`src/rtl/i2cTgtPkg.sv`:
```
package i2cTgtPkg;

  typedef enum logic [1:0] {
    ST_IDLE = 2'd0,
    ST_ADDR = 2'd1,
    ST_DATA = 2'd2,
    ST_SKIP = 2'd3
  } tgtState_t;

  // strobes from control to datapath
  typedef struct packed {
    logic latchData;
    logic latchRw;
  } ctlStrb_t;

  // bus events from datapath to control
  typedef struct packed {
    logic startDet;
    logic stopDet;
    logic byteEvt;
    logic addrHit;
    logic ackSlot;
    logic ninthFall;
  } busEvt_t;

endpackage

```
`src/rtl/i2cTgtDatapath.sv`:
```
module i2cTgtDatapath
  import i2cTgtPkg::*;
#(
  parameter int ADDR_W      = 7,
  parameter int DATA_W      = 8,
  parameter int SYNC_STAGES = 2,
  localparam int CNT_W      = $clog2(DATA_W + 2)
) (
  input  logic              clk,
  input  logic              rstN,
  input  logic              sclIn,
  input  logic              sdaIn,
  input  logic [ADDR_W-1:0] ownAddr,
  input  ctlStrb_t          strb,
  output busEvt_t           evt,
  output logic [CNT_W-1:0]  bitCnt,
  output logic [DATA_W-1:0] rxData,
  output logic              rwFlag
);

  localparam logic [CNT_W-1:0] LAST_BIT = CNT_W'(DATA_W - 1);
  localparam logic [CNT_W-1:0] ACK_BIT  = CNT_W'(DATA_W);
  localparam logic [CNT_W-1:0] NINTH    = CNT_W'(DATA_W + 1);

  logic sclS, sdaS, sclPrev, sdaPrev;

  generate
    if (SYNC_STAGES > 1) begin : gSyncChain
      logic [SYNC_STAGES-1:0] sclPipe, sdaPipe;
      always_ff @(posedge clk or negedge rstN) begin
        if (!rstN) begin
          sclPipe <= '1;
          sdaPipe <= '1;
        end else begin
          sclPipe <= {sclPipe[SYNC_STAGES-2:0], sclIn};
          sdaPipe <= {sdaPipe[SYNC_STAGES-2:0], sdaIn};
        end
      end
      assign sclS = sclPipe[SYNC_STAGES-1];
      assign sdaS = sdaPipe[SYNC_STAGES-1];
    end else begin : gSyncSingle
      logic sclQ, sdaQ;
      always_ff @(posedge clk or negedge rstN) begin
        if (!rstN) begin
          sclQ <= 1'b1;
          sdaQ <= 1'b1;
        end else begin
          sclQ <= sclIn;
          sdaQ <= sdaIn;
        end
      end
      assign sclS = sclQ;
      assign sdaS = sdaQ;
    end
  endgenerate

  always_ff @(posedge clk or negedge rstN) begin
    if (!rstN) begin
      sclPrev <= 1'b1;
      sdaPrev <= 1'b1;
    end else begin
      sclPrev <= sclS;
      sdaPrev <= sdaS;
    end
  end

  logic sclRise, sclFall;
  logic [DATA_W-1:0] shiftReg, byteNext;

  assign sclRise      = sclS & ~sclPrev;
  assign sclFall      = ~sclS & sclPrev;
  assign byteNext     = {shiftReg[DATA_W-2:0], sdaS};
  assign evt.startDet = sclS & sclPrev & sdaPrev & ~sdaS;
  assign evt.stopDet  = sclS & sclPrev & ~sdaPrev & sdaS;
  assign evt.byteEvt  = sclRise && (bitCnt == LAST_BIT);
  assign evt.addrHit  = (byteNext[DATA_W-1:DATA_W-ADDR_W] == ownAddr);
  assign evt.ackSlot  = sclFall && (bitCnt == ACK_BIT);
  assign evt.ninthFall = sclFall && (bitCnt == NINTH);

  always_ff @(posedge clk or negedge rstN) begin
    if (!rstN) begin
      bitCnt   <= '0;
      shiftReg <= '0;
    end else if (evt.startDet || evt.stopDet) begin
      bitCnt <= '0;
    end else if (sclRise && (bitCnt < NINTH)) begin
      bitCnt <= bitCnt + 1'b1;
      if (bitCnt < ACK_BIT) shiftReg <= byteNext;
    end else if (evt.ninthFall) begin
      bitCnt <= '0;
    end
  end

  always_ff @(posedge clk or negedge rstN) begin
    if (!rstN) begin
      rxData <= '0;
      rwFlag <= 1'b0;
    end else begin
      if (strb.latchData) rxData <= byteNext;
      if (strb.latchRw)   rwFlag <= byteNext[0];
    end
  end

  p_cnt_bound_r9: assert property (@(posedge clk) disable iff (!rstN)
    bitCnt <= NINTH);
  p_start_clears_r9: assert property (@(posedge clk) disable iff (!rstN)
    evt.startDet |=> (bitCnt == '0));

endmodule

```
`src/rtl/i2cTgtControl.sv`:
```
module i2cTgtControl
  import i2cTgtPkg::*;
#(
  parameter int DATA_W = 8,
  localparam int CNT_W = $clog2(DATA_W + 2)
) (
  input  logic             clk,
  input  logic             rstN,
  input  busEvt_t          evt,
  input  logic [CNT_W-1:0] bitCnt,
  input  logic             ackEnable,
  input  logic             waitRelease,
  output ctlStrb_t         strb,
  output logic             sclLow,
  output logic             sdaLow,
  output logic             irq,
  output logic             irqAddr
);

  tgtState_t state;
  logic pendAck;

  assign strb.latchData = evt.byteEvt && (state == ST_DATA);
  assign strb.latchRw   = evt.byteEvt && (state == ST_ADDR) && evt.addrHit;

  always_ff @(posedge clk or negedge rstN) begin
    if (!rstN) begin
      state   <= ST_IDLE;
      pendAck <= 1'b0;
      sclLow  <= 1'b0;
      sdaLow  <= 1'b0;
      irq     <= 1'b0;
      irqAddr <= 1'b0;
    end else begin
      irq <= 1'b0;
      if (evt.startDet || evt.stopDet) begin
        state   <= evt.startDet ? ST_ADDR : ST_IDLE;
        pendAck <= 1'b0;
        sclLow  <= 1'b0;
        sdaLow  <= 1'b0;
      end else begin
        if (waitRelease) sclLow <= 1'b0;
        if (evt.byteEvt) begin
          if (state == ST_ADDR) begin
            if (evt.addrHit) pendAck <= 1'b1;
            else             state   <= ST_SKIP;
          end else if (state == ST_DATA) begin
            pendAck <= ackEnable;
          end
        end
        if (evt.ackSlot) sdaLow <= pendAck;
        if (evt.ninthFall) begin
          sdaLow  <= 1'b0;
          pendAck <= 1'b0;
          if (state == ST_ADDR || state == ST_DATA) begin
            sclLow  <= 1'b1;
            irq     <= 1'b1;
            irqAddr <= (state == ST_ADDR);
            state   <= ST_DATA;
          end
        end
      end
    end
  end

  p_irq_pulse_r10: assert property (@(posedge clk) disable iff (!rstN)
    irq |=> !irq);
  p_irq_stalls_r2: assert property (@(posedge clk) disable iff (!rstN)
    irq |-> sclLow);
  p_hold_r4: assert property (@(posedge clk) disable iff (!rstN)
    (sclLow && !waitRelease && !evt.startDet && !evt.stopDet) |=> sclLow);
  p_release_r4: assert property (@(posedge clk) disable iff (!rstN)
    (sclLow && waitRelease && !evt.ninthFall && !evt.startDet) |=> !sclLow);
  p_ack_window_r1: assert property (@(posedge clk) disable iff (!rstN)
    sdaLow |-> (bitCnt == CNT_W'(DATA_W) || bitCnt == CNT_W'(DATA_W + 1)));
  p_skip_quiet_r3: assert property (@(posedge clk) disable iff (!rstN)
    (state == ST_SKIP) |-> (!irq && !sdaLow));

endmodule

```
`src/rtl/i2cTgtStretch.sv`:
```
module i2cTgtStretch
  import i2cTgtPkg::*;
#(
  parameter int ADDR_W      = 7,
  parameter int DATA_W      = 8,
  parameter int SYNC_STAGES = 2
) (
  input  logic              clk,
  input  logic              rstN,
  input  logic              sclIn,
  input  logic              sdaIn,
  output logic              sclLow,
  output logic              sdaLow,
  input  logic [ADDR_W-1:0] ownAddr,
  input  logic              ackEnable,
  input  logic              waitRelease,
  output logic [DATA_W-1:0] rxData,
  output logic              rwFlag,
  output logic              irq,
  output logic              irqAddr
);

  localparam int CNT_W = $clog2(DATA_W + 2);

  ctlStrb_t         strb;
  busEvt_t          evt;
  logic [CNT_W-1:0] bitCnt;

  i2cTgtDatapath #(
    .ADDR_W(ADDR_W), .DATA_W(DATA_W), .SYNC_STAGES(SYNC_STAGES)
  ) datapath_i (
    .clk(clk), .rstN(rstN), .sclIn(sclIn), .sdaIn(sdaIn),
    .ownAddr(ownAddr), .strb(strb), .evt(evt), .bitCnt(bitCnt),
    .rxData(rxData), .rwFlag(rwFlag)
  );

  i2cTgtControl #(.DATA_W(DATA_W)) control_i (
    .clk(clk), .rstN(rstN), .evt(evt), .bitCnt(bitCnt),
    .ackEnable(ackEnable), .waitRelease(waitRelease), .strb(strb),
    .sclLow(sclLow), .sdaLow(sdaLow), .irq(irq), .irqAddr(irqAddr)
  );

endmodule

```
`config.mk`:
```
export PLATFORM = sky130hd
export DESIGN_NAME = i2cTgtStretch
export DESIGN_NICKNAME = d
export VERILOG_FILES = /design/src/rtl/i2cTgtPkg.sv /design/src/rtl/i2cTgtDatapath.sv /design/src/rtl/i2cTgtControl.sv /design/src/rtl/i2cTgtStretch.sv
export SDC_FILE = /design/constraint.sdc
export NUM_CORES = 1
export LEC_CHECK = 0
export BUFFER_PORTS_ARGS = -buffer_cell sky130_fd_sc_hd__buf_2
export CAP_MARGIN = 20
export CORE_UTILIZATION = 55
export DETAILED_ROUTE_END_ITERATION = 7
export GPL_ROUTABILITY_DRIVEN = 1
export PLACE_DENSITY = 0.88
export SLEW_MARGIN = 20
export SYNTH_ARGS = -nofsm -noshare
export SYNTH_HDL_FRONTEND = slang
export SYNTH_SLANG_ARGS = --single-unit
```
`constraint.sdc`:
```
create_clock -name clk -period 4.4 [get_ports clk]
set_input_delay 0.44 -clock clk [delete_from_list [all_inputs] [get_ports clk]]
set_output_delay 0.44 -clock clk [all_outputs]
set_load 0.05 [all_outputs]
```
==> results_dict.tcl <==
set metrics [dict create \
    insertedDiodeCount 0 \
    cap_violations 0 \
    hold_path_class "in2async" \
    slew_viol_final 0 \
    first_iter_violations 15 \
    outcome "completed" \
    gp_congestion 0.788 \
    routedWlPerCell_um 14.2 \
    initial_core_util 0.593 \
    num-fill-cells 192 \
    hpwl_um 1850 \
    r2r_slack_ns 2.35 \
    hold_viol 0 \
    first_pass_iters 4 \
    postCtsHoldBufs 0 \
    ys_ff_latch 33 \
    ys_warn_count 0 \
    seq_area_frac_synth 0.552 \
    die_h_um 54.4 \
    setup_viol 0 \
    crit_chain "nor3b_4, and4_1, mux2_2" \
    crit_path_max_incr_delay_ns 0.59 \
    fmax_mhz 488 \
    postPlaceCellArea_sq_mm 0.00166 \
    fin_setup_tns_ns 0 \
    worstSetupPathType "reg2reg" \
    dieArea_sq_mm 0.00296 \
    syn-instance-count 115 \
    r2r-end "datapath_i.rxData[0]" \
    highest_layer "met4" \
    cts_setup_buffers 0 \
    syn_area_per_cell_sq_um 13.1 \
    antenna_found_initial 0 \
    yosysUniqueCellTypes 33 \
    row_count 18 \
    numPortBuffers 25 \
    fin_skew_ns 0.0184 \
    clk_pin_slew_ns 0.10 \
    tritoncts "built" \
    wl_met1_um 1120 \
    cp-start-kind "register" \
    worstPathMaxFanout 10 \
    cts.sinks 33 \
    grt_overflow 0 \
    cellPowerDensity_mw_per_mm2 439 \
    syn_nets 135 \
    crit_arrival_ns 2.26 \
    cts_resized 0 \
    ys.flop_type "dfrtp_1" \
    io_pins 26 \
    grt_pass1_wl_um 4050 \
    rsz0062_at_grt "false" \
    drc_errors 0 \
    h-tree-depth 2 \
    syn_area_sq_mm 0.00151 \
    layout_setup_ws_ns 2.35 \
    met2_length_um 1250 \
    critPathCaptureType "register" \
    fin_hold_ws_ns 0.142 \
    fin_crit_ns 2.05 \
    cp_slowest_cell "dfstp_2" \
    syn_to_final_growth_pct 13.9 \
    dr_wl_met3_um 117 \
    crit_start "datapath_i.gSyncChain.sclPipe[1]" \
    worst_pin_slew_ns 0.708 \
    vias 965 \
    synth_edf_count 0 \
    clk_latency_ns 0.34 \
    p_total_w 0.000755 \
    leakage_nw 0.846 \
    coreArea_sq_mm 0.00254 \
    nets 166 \
    grt_pass1_vias 921 \
    via_per_inst 5.45 \
    cp_data_required_time_ns 4.61 \
    die_x_um 54.4 \
    cts_buffers 5 \
    grt_max_degree 34 \
    ir_drop_uv 360 \
    cp-endpoint "datapath_i.rxData[0]" \
    clk_path_buf_depth 2 \
    layout-drive-gt1-share 0.401 \
    cts_root_buffer "clkbuf_4" \
    async_reset_ff_frac 1.00 \
    reg2reg_depth 3 \
    relSlewSlack 0.528 \
    r2r-start "datapath_i.gSyncChain.sclPipe[1]" \
    postRouteAntennaNets 0 \
    stdcell_area_sq_mm 0.00172 \
    finalCritPeriodShare 0.466 \
    drt_wl_total_um 2520 \
    grt_use_total 0.204 \
    pre_cts_ws_ns 2.35 \
]
-- cells in the mapped netlist (all sizes together) (2+ instances only) --
| master | count | share of area |
|---|---|---|
| dfrtp | 27 | 0.45 |
| ha | 7 | 0.058 |
| inv | 8 | 0.020 |
| nand3 | 3 | 0.0099 |
| nor3b | 2 | 0.021 |
| xor2 | 2 | 0.012 |
| mux2 | 17 | 0.13 |
| nor2 | 4 | 0.0099 |
| nand4b | 2 | 0.012 |
| o21ai | 2 | 0.0066 |
| nand4 | 2 | 0.0083 |
| nand2b | 2 | 0.0083 |
| dfstp | 6 | 0.10 |
| o22ai | 2 | 0.0083 |
| xnor2 | 7 | 0.041 |
| nand3b | 2 | 0.0099 |
| nand2 | 7 | 0.019 |
-- layer usage --
metal,global-route usage,up-vias
met5,0,-
met4,0.0769,0
met3,0.0778,3
met2,0.325,21
met1,0.250,474
li1,-,467
-- flip-flops by register name, indices dropped and copies added (netlist names), 2 cells and up, named ones only --
| name | count |
|---|---|
| datapath_i.bitCnt | 4 |
| datapath_i.rxData | 8 |
| datapath_i.shiftReg | 7 |
| datapath_i.gSyncChain.sclPipe | 2 |
| datapath_i.gSyncChain.sdaPipe | 2 |
-- per-stage QoR --
step,util,cells
2_1_floorplan,-,115
3_3_place_gp,0.652,169
3_5_place_dp,0.652,169
4_1_cts,0.676,177
5_1_grt,0.676,177
6_report,0.676,177
-- worst min path at each step --
| stage | slack (ns) | to |
|---|---|---|
| CTS | 0.14 | control_i.irqAddr |
| detailed placement | 0.35 | datapath_i.gSyncChain.sdaPipe[1] |
| global route | 0.17 | control_i.state[1] |
| finish | 0.14 | control_i.state[1] |
| global placement | 0.35 | datapath_i.gSyncChain.sdaPipe[1] |
| floorplan | 0.14 | async pin |
-- where the power goes --
group          internal, W  switching [W]
Clock            0.0000787      0.0000941
Combinational    0.0000856      0.0000795
Sequential        0.000356      0.0000609
Total             0.000520       0.000234
-- layout by cell type, fill, tap and decap left out, types with 3 or more instances in the layout --
| cell | count |
|---|---|
| nand2_1 | 6 |
| inv_1 | 8 |
| buf_2 | 25 |
| dfstp_2 | 6 |
| clkbuf_4 | 5 |
| xnor2_1 | 7 |
| nand3_1 | 3 |
| dfrtp_1 | 27 |
| nor2_1 | 4 |
| mux2_2 | 16 |
| ha_1 | 7 |
-- critical path: cells and delay by family (launching register included) --
kind             cells  cell delay, ns
muxes                1            0.38
DFF                  1            0.59
and+or+nand+nor      2            0.96
-- logic make-up after synthesis --
group                    count (synthesis)  synth area share
AO/OA/AOI/OAI                           12            0.0614
XOR/XNOR                                 9            0.0522
adder cells (fa/ha/maj)                  7            0.0580
buffers and inverters                    9            0.0274
flip-flops                              33             0.552
multiplexers                            17             0.129
AND/OR/NAND/NOR                         28             0.119
-- area by class of cell --
cell class | count | area, sq um | share of cell area
tap | 30 | 37.5 | 0.0218
clock buffer | 8 | 58.8 | 0.0342
sequential | 33 | 833 | 0.485
timing repair buffer | 25 | 125 | 0.0728
multi-input combinational | 73 | 634 | 0.369
inverter | 8 | 30.0 | 0.0175
Note: power is estimated with default switching activity, not from simulation.
